**config.mk**
```make
export PLATFORM = sky130hd
export DESIGN_NAME = pipe_interval_sched
export DESIGN_NICKNAME = d
export VERILOG_FILES = /design/src/rtl/pis_pkg.sv /design/src/rtl/pis_cfg_reg.sv /design/src/rtl/pis_ivl_cnt.sv /design/src/rtl/pis_gate.sv /design/src/rtl/pipe_interval_sched.sv
export SDC_FILE = /design/constraint.sdc
export NUM_CORES = 1
export LEC_CHECK = 0
export BUFFER_PORTS_ARGS = -buffer_cell sky130_fd_sc_hd__clkbuf_2
export CAP_MARGIN = 20
export CORE_MARGIN = 1
export CORE_UTILIZATION = 50
export DETAILED_ROUTE_END_ITERATION = 8
export PLACE_DENSITY = 0.73
export SYNTH_ARGS = -nofsm -noshare
export SYNTH_HDL_FRONTEND = slang
export SYNTH_SLANG_ARGS = --single-unit
```
**constraint.sdc**
```tcl
create_clock -name clk -period 2.5 [get_ports clk]
set_clock_uncertainty 0.2 [all_clocks]
set_input_delay 0.5 -clock clk [delete_from_list [all_inputs] [get_ports clk]]
set_output_delay 0.5 -clock clk [all_outputs]
set_load 0.05 [all_outputs]
```
**src/rtl/pis_pkg.sv**
```systemverilog
package pis_pkg;

  typedef enum logic [1:0] {
    RESP_ACK       = 2'b00,
    RESP_NAK       = 2'b01,
    RESP_STALL     = 2'b10,
    RESP_STALL_ALT = 2'b11
  } resp_e;

endpackage

```
**src/rtl/pis_cfg_reg.sv**
```systemverilog
module pis_cfg_reg #(
  parameter int EXP_W = 3
) (
  input  logic             clk,
  input  logic             rst_n,
  input  logic             hard_clr,
  input  logic             we,
  input  logic [EXP_W-1:0] din,
  output logic [EXP_W-1:0] q,
  output logic [EXP_W-1:0] q_next
);

  logic             en;

  always_comb begin
    en     = hard_clr | we;
    q_next = q;
    if (hard_clr) begin
      q_next = '0;
    end else if (we) begin
      q_next = din;
    end
  end

  always_ff @(posedge clk or negedge rst_n) begin
    if (!rst_n) begin
      q <= '0;
    end else if (en) begin
      q <= q_next;
    end
  end

endmodule

```
**src/rtl/pis_ivl_cnt.sv**
```systemverilog
module pis_ivl_cnt #(
  parameter int EXP_W = 3
) (
  input  logic             clk,
  input  logic             rst_n,
  input  logic             hard_clr,
  input  logic             restart,
  input  logic             run,
  input  logic [EXP_W-1:0] cur_exp,
  input  logic [EXP_W-1:0] load_exp,
  output logic             expire
);

  localparam int CNT_W = (1 << EXP_W) - 1;

  logic [CNT_W-1:0] cnt_q;
  logic [CNT_W-1:0] cnt_d;
  logic             cnt_en;

  // Period minus one: ones in the low e bits.
  function automatic logic [CNT_W-1:0] span_m1(input logic [EXP_W-1:0] e);
    return ~({CNT_W{1'b1}} << e);
  endfunction

  always_comb begin
    cnt_d  = cnt_q;
    expire = 1'b0;
    cnt_en = hard_clr | restart | run;
    if (hard_clr) begin
      cnt_d = '0;
    end else if (restart) begin
      cnt_d = span_m1(load_exp);
    end else if (run) begin
      if (cnt_q == '0) begin
        expire = 1'b1;
        cnt_d  = span_m1(cur_exp);
      end else begin
        cnt_d = cnt_q - 1'b1;
      end
    end
  end

  always_ff @(posedge clk or negedge rst_n) begin
    if (!rst_n) begin
      cnt_q <= '0;
    end else if (cnt_en) begin
      cnt_q <= cnt_d;
    end
  end

endmodule

```
**src/rtl/pis_gate.sv**
```systemverilog
module pis_gate
  import pis_pkg::*;
(
  input  logic  clk,
  input  logic  rst_n,
  input  logic  expire,
  input  resp_e resp,
  input  logic  dir_out,
  input  logic  buf_empty,
  output logic  tok_req,
  output logic  tok_skip
);

  logic elig;
  logic req_d;
  logic skip_d;

  always_comb begin
    elig   = (resp == RESP_ACK) && (dir_out ? !buf_empty : buf_empty);
    req_d  = expire & elig;
    skip_d = expire & ~elig;
  end

  always_ff @(posedge clk or negedge rst_n) begin
    if (!rst_n) begin
      tok_req  <= 1'b0;
      tok_skip <= 1'b0;
    end else begin
      tok_req  <= req_d;
      tok_skip <= skip_d;
    end
  end

endmodule

```
**src/rtl/pipe_interval_sched.sv**
```systemverilog
module pipe_interval_sched
  import pis_pkg::*;
#(
  parameter int EXP_W = 3
) (
  input  logic             clk,
  input  logic             rst_n,
  input  logic             frame_tick,
  input  logic             bus_act,
  input  logic             sw_rst,
  input  logic             wake,
  input  logic             buf_clr,
  input  logic             cfg_we,
  input  logic [EXP_W-1:0] cfg_exp,
  input  logic [1:0]       resp_mode,
  input  logic             dir_out,
  input  logic             buf_empty,
  output logic             tok_req,
  output logic             tok_skip
);

  logic             hard_clr;
  logic             restart;
  logic             run;
  logic             expire;
  logic [EXP_W-1:0] exp_q;
  logic [EXP_W-1:0] exp_next;
  resp_e            resp;

  assign hard_clr = sw_rst | wake;
  assign restart  = buf_clr | cfg_we;
  assign run      = frame_tick & bus_act;
  assign resp     = resp_e'(resp_mode);

  pis_cfg_reg #(.EXP_W(EXP_W)) u_cfg (
    .clk      (clk),
    .rst_n    (rst_n),
    .hard_clr (hard_clr),
    .we       (cfg_we),
    .din      (cfg_exp),
    .q        (exp_q),
    .q_next   (exp_next)
  );

  pis_ivl_cnt #(.EXP_W(EXP_W)) u_cnt (
    .clk      (clk),
    .rst_n    (rst_n),
    .hard_clr (hard_clr),
    .restart  (restart),
    .run      (run),
    .cur_exp  (exp_q),
    .load_exp (exp_next),
    .expire   (expire)
  );

  pis_gate u_gate (
    .clk       (clk),
    .rst_n     (rst_n),
    .expire    (expire),
    .resp      (resp),
    .dir_out   (dir_out),
    .buf_empty (buf_empty),
    .tok_req   (tok_req),
    .tok_skip  (tok_skip)
  );

endmodule

```
==> impl_summary.txt <==
----------------------------------------------------
[Status]
  Run status ... complete, no violations

[Finish]
  Antenna diodes ... 0
  Signed area change from the synthesized netlist to the final layout ... 15.8%
  Ratio of cells with drive above 1 in the final layout ... 22.0%
  Net count, final ... 142

[GRT]
  Most utilized layer in the global route result ... met2
  GRT Residual Overflow ... 0
  Number of antenna violations at the first check in global routing ... 0
  GR Layer Usage met1 ... 34.1%
  Met3 demand-to-capacity share in global routing ... 7.35%
  First-pass GRT wire length ... 3.86 mm
  Maximum number of pins on one net before global-route repair ... 17
  Number of global-route vias before repair ... 893
  Combined global-route utilization of all metal layers ... 27.1%
  Met2 global-route usage ... 44.4%

[Worst setup path]
  Crit Reg-Reg Startpoint ... u_cnt.cnt_q[2]
  Worst Path Max Fanout ... 7
  Slowest stage delay, CP ... 0.46 ns
  Critical path type ... reg2reg
  Cell family contributing the most delay on the critical path ... simple AND/OR/NAND/NOR gates
  Count of buffering cells on the critical path with inverters included ... 0
  CP max stage cell ... dfrtp_1
  Launching element type of the critical path ... flip-flop
  Cells traversed along the worst timing path ... or3_4 > or4_1 > and3_1 > o32ai_2
  Arrival time at the worst endpoint ... 2.00 ns
  Worst EP required ... 2.48 ns
  Crit. End Element ... flip-flop
  Launch point of the worst path ... u_cnt.cnt_q[2]

[Synth]
  Number of enable-type register cells in the synthesized netlist ... 0
  Cell variety after synth ... 36
  Sequential-to-total area share from yosys stat ... 33.6%
  Dominant cell type by area after synthesis ... dfrtp_1
  Cell area after technology mapping ... 895 um^2
  Most frequent cell after synthesis ... dfrtp_1
  Number of synthesis warnings ... 0
  Per-instance average area after synthesis ... 8.52 um^2
  Fraction of synthesis flops using an asynchronous set or reset pin ... 100%
  Flip-flop and latch count after synthesis ... 12
  Ys flop type ... dfrtp_1
  Post-synthesis cell count ... 105
  Nets in the synthesized netlist ... 122
  Top cell types by occurrence after synthesis ... 12 x dfrtp_1, 8 x a21oi_1, 8 x nand2_1, 7 x nor2_1, 5 x o21ai_0
  Dominant cells by area after synthesis ... dfrtp_1 34%, a21oi_1 4.5%, xnor2_1 3.9%
  Share of the synthesized area in the top cell type ... 33.6%

[Detailed routing]
  TritonRoute pass-1 iters ... 4
  Drt drc ... 0
  Post-route ant nets ... 0
  Count of routing violations after the opening detailed-route iteration ... 30
  Mean number of vias per cell ... 6.07
  Post-DR wirelength/cell ... 15.1 um
  Routed vias ... 893
  Overall routed net length ... 2.22 mm

[Power]
  Combinational fraction of design power ... 30.1%
  Design internal power ... 0.323 mW
  Max VDD drop ... 0.321 mV
  Reported leakage power ... 0.443 nW
  Share of total power consumed by net switching ... 31.9%
  Clock network fraction of total power ... 24.7%
  Switching pwr ... 0.151 mW
  Power density over the cells ... 457 nW/um^2
  Register share of total power ... 45.2%

[Timing]
  Worst slew margin relative to its limit ... 63.1%
  Highest attainable clock frequency ... 495 MHz
  Final setup TNS ... 0 ns
  Final worst path period need ... 2.02 ns
  Final period util ... 80.7%
  Setup Viol. Count Final ... 0
  Slew Limit Fails ... 0
  Worst hold slack across all endpoints ... 0.295 ns
  Unrepaired setup endpoints after global routing ... false
  Slew at the pin with the worst max-slew slack ... 0.539 ns
  Number of hold violations in the final report ... 0

[CTS]
  TritonCTS Sinks ... 12
  CTS clk-pin slew, worst paths ... 0.07 ns
  Number of levels in the clock H-tree ... 1
  Clock Path Buffers ... 2
  Clock root buffer ... clkbuf_4
  Clk Latency, worst-skew pair ... 0.27 ns
  Resized cells post-CTS ... 0
  Setup Fix Bufs, Post-CTS ... 0
  Cts bufs inserted ... 3
  CTS tree ... done

[Hold path]
  Worst min-delay path category ... in2reg
  Worst hold path startpoint ... resp_mode[1]

[Die]
  Number of standard-cell rows in the floorplan ... 14
  Width of the die ... 44.3 um
  Die Outline Area ... 1960 um^2
  Core region area ... 1590 um^2
  Number of top-level pins ... 17
  Height of the die ... 44.3 um
  Initial cell density of the core ... 56.1%

[Job]
  Number of max-capacitance violations reported ... 0

[Place]
  Count of port buffers added during placement ... 16
  Detailed Place HPWL ... 1.63 mm
  Final GP Congestion ... 0.873

----------------------------------------------------
## registers in the layout (all words and copies together), names as in the netlist
| signal | cells |
|---|---|
| u_gate.tok_req | 1 |
| u_cnt.cnt_q | 7 |
| u_cfg.q | 3 |
| u_gate.tok_skip | 1 |
## worst min-delay path, delay by kind of cell
family / cells / cell delay [ns]
AND/OR/NAND/NOR: 2 / 0.16
buffers and inverters: 1 / 0.07
## cell usage in the layout (no fill, tap or decap), types with 2 or more instances in the layout
master / instances
clkbuf_2: 16
dfrtp_1: 12
nand2_1: 8
a21oi_1: 8
nor2_1: 7
o21ai_0: 5
inv_1: 4
xnor2_1: 4
nor2b_1: 4
nand2b_1: 4
a31oi_1: 4
or3_1: 3
nor3_1: 3
nor3b_1: 3
mux2i_1: 3
or4_1: 3
a22oi_1: 3
clkbuf_4: 3
nor4_1: 2
or2_2: 2
a211oi_1: 2
a32o_1: 2
ha_1: 2
buf_4: 2
## layer usage
| metal | up-vias | part of all wire, % | routed length [um] |
|---|---|---|---|
| li1 | 434 | - | - |
| met1 | 428 | 44 | 970 |
| met2 | 29 | 50 | 1100 |
| met3 | 2 | 5.5 | 121 |
| met4 | 0 | 0.86 | 19 |
| met5 | - | 0 | 0 |
## cell families after synthesis
logic type	after synthesis	share of synthesized area, %
adder cells (fa/ha/maj)	2	2.80
multiplexers	4	4.62
flip-flops	12	33.6
buffers and inverters	8	3.50
AND/OR/NAND/NOR	44	27.7
XOR/XNOR	4	3.92
AO/OA/AOI/OAI	31	23.9
## through the flow
step	cells	util, %	instance area (um^2)	worst slack, ns	total power [mW]
5_1_grt	147	65.0	1040	0.383	0.505
3_5_place_dp	143	63.0	1000	0.369	0.357
4_1_cts	147	65.0	1040	0.466	0.476
3_3_place_gp	143	63.0	1000	0.424	0.353
6_report	147	65.0	1040	0.482	0.474
2_1_floorplan	105	-	895	0.504	0.314
## power groups by stage
stage / Sequential (mW) / Clock (mW) / Combinational (mW)
2_1_floorplan: 0.213 / 0 / 0.101
3_3_place_gp: 0.217 / 0 / 0.136
3_5_place_dp: 0.217 / 0 / 0.140
4_1_cts: 0.214 / 0.120 / 0.142
5_1_grt: 0.215 / 0.132 / 0.158
6_report: 0.214 / 0.117 / 0.142
## worst paths after layout
check | slack [ns] | end | cells after the start
worst min-delay path | 0.30 | u_gate.tok_req | 3
worst min register to register | 0.34 | u_cnt.cnt_q[1] | 1
min in group asynchronous | 0.45 | u_gate.tok_skip | 2
max in group asynchronous | 1.40 | u_cnt.cnt_q[0] | 2
worst max register to register | 0.48 | u_cnt.cnt_q[5] | 4
worst max-delay path | 0.48 | u_cnt.cnt_q[5] | 4
## repair_timing
| action | 4_1_cts | 5_1_grt |
|---|---|---|
| setup endpoints to repair | 0 | 0 |
| endpoints found under the hold margin | 12 | 0 |
| hold buffers | 1 | 0 |
## final cells by class
class                      instances  area [um^2]
clock buffer                       3         22.5
inverter                           4         15.0
sequential                        12          300
fill                             144          558
timing repair buffer              19          105
multi-input combinational         85          563
tap                               24         30.0
(Power assumes the default switching activity.)
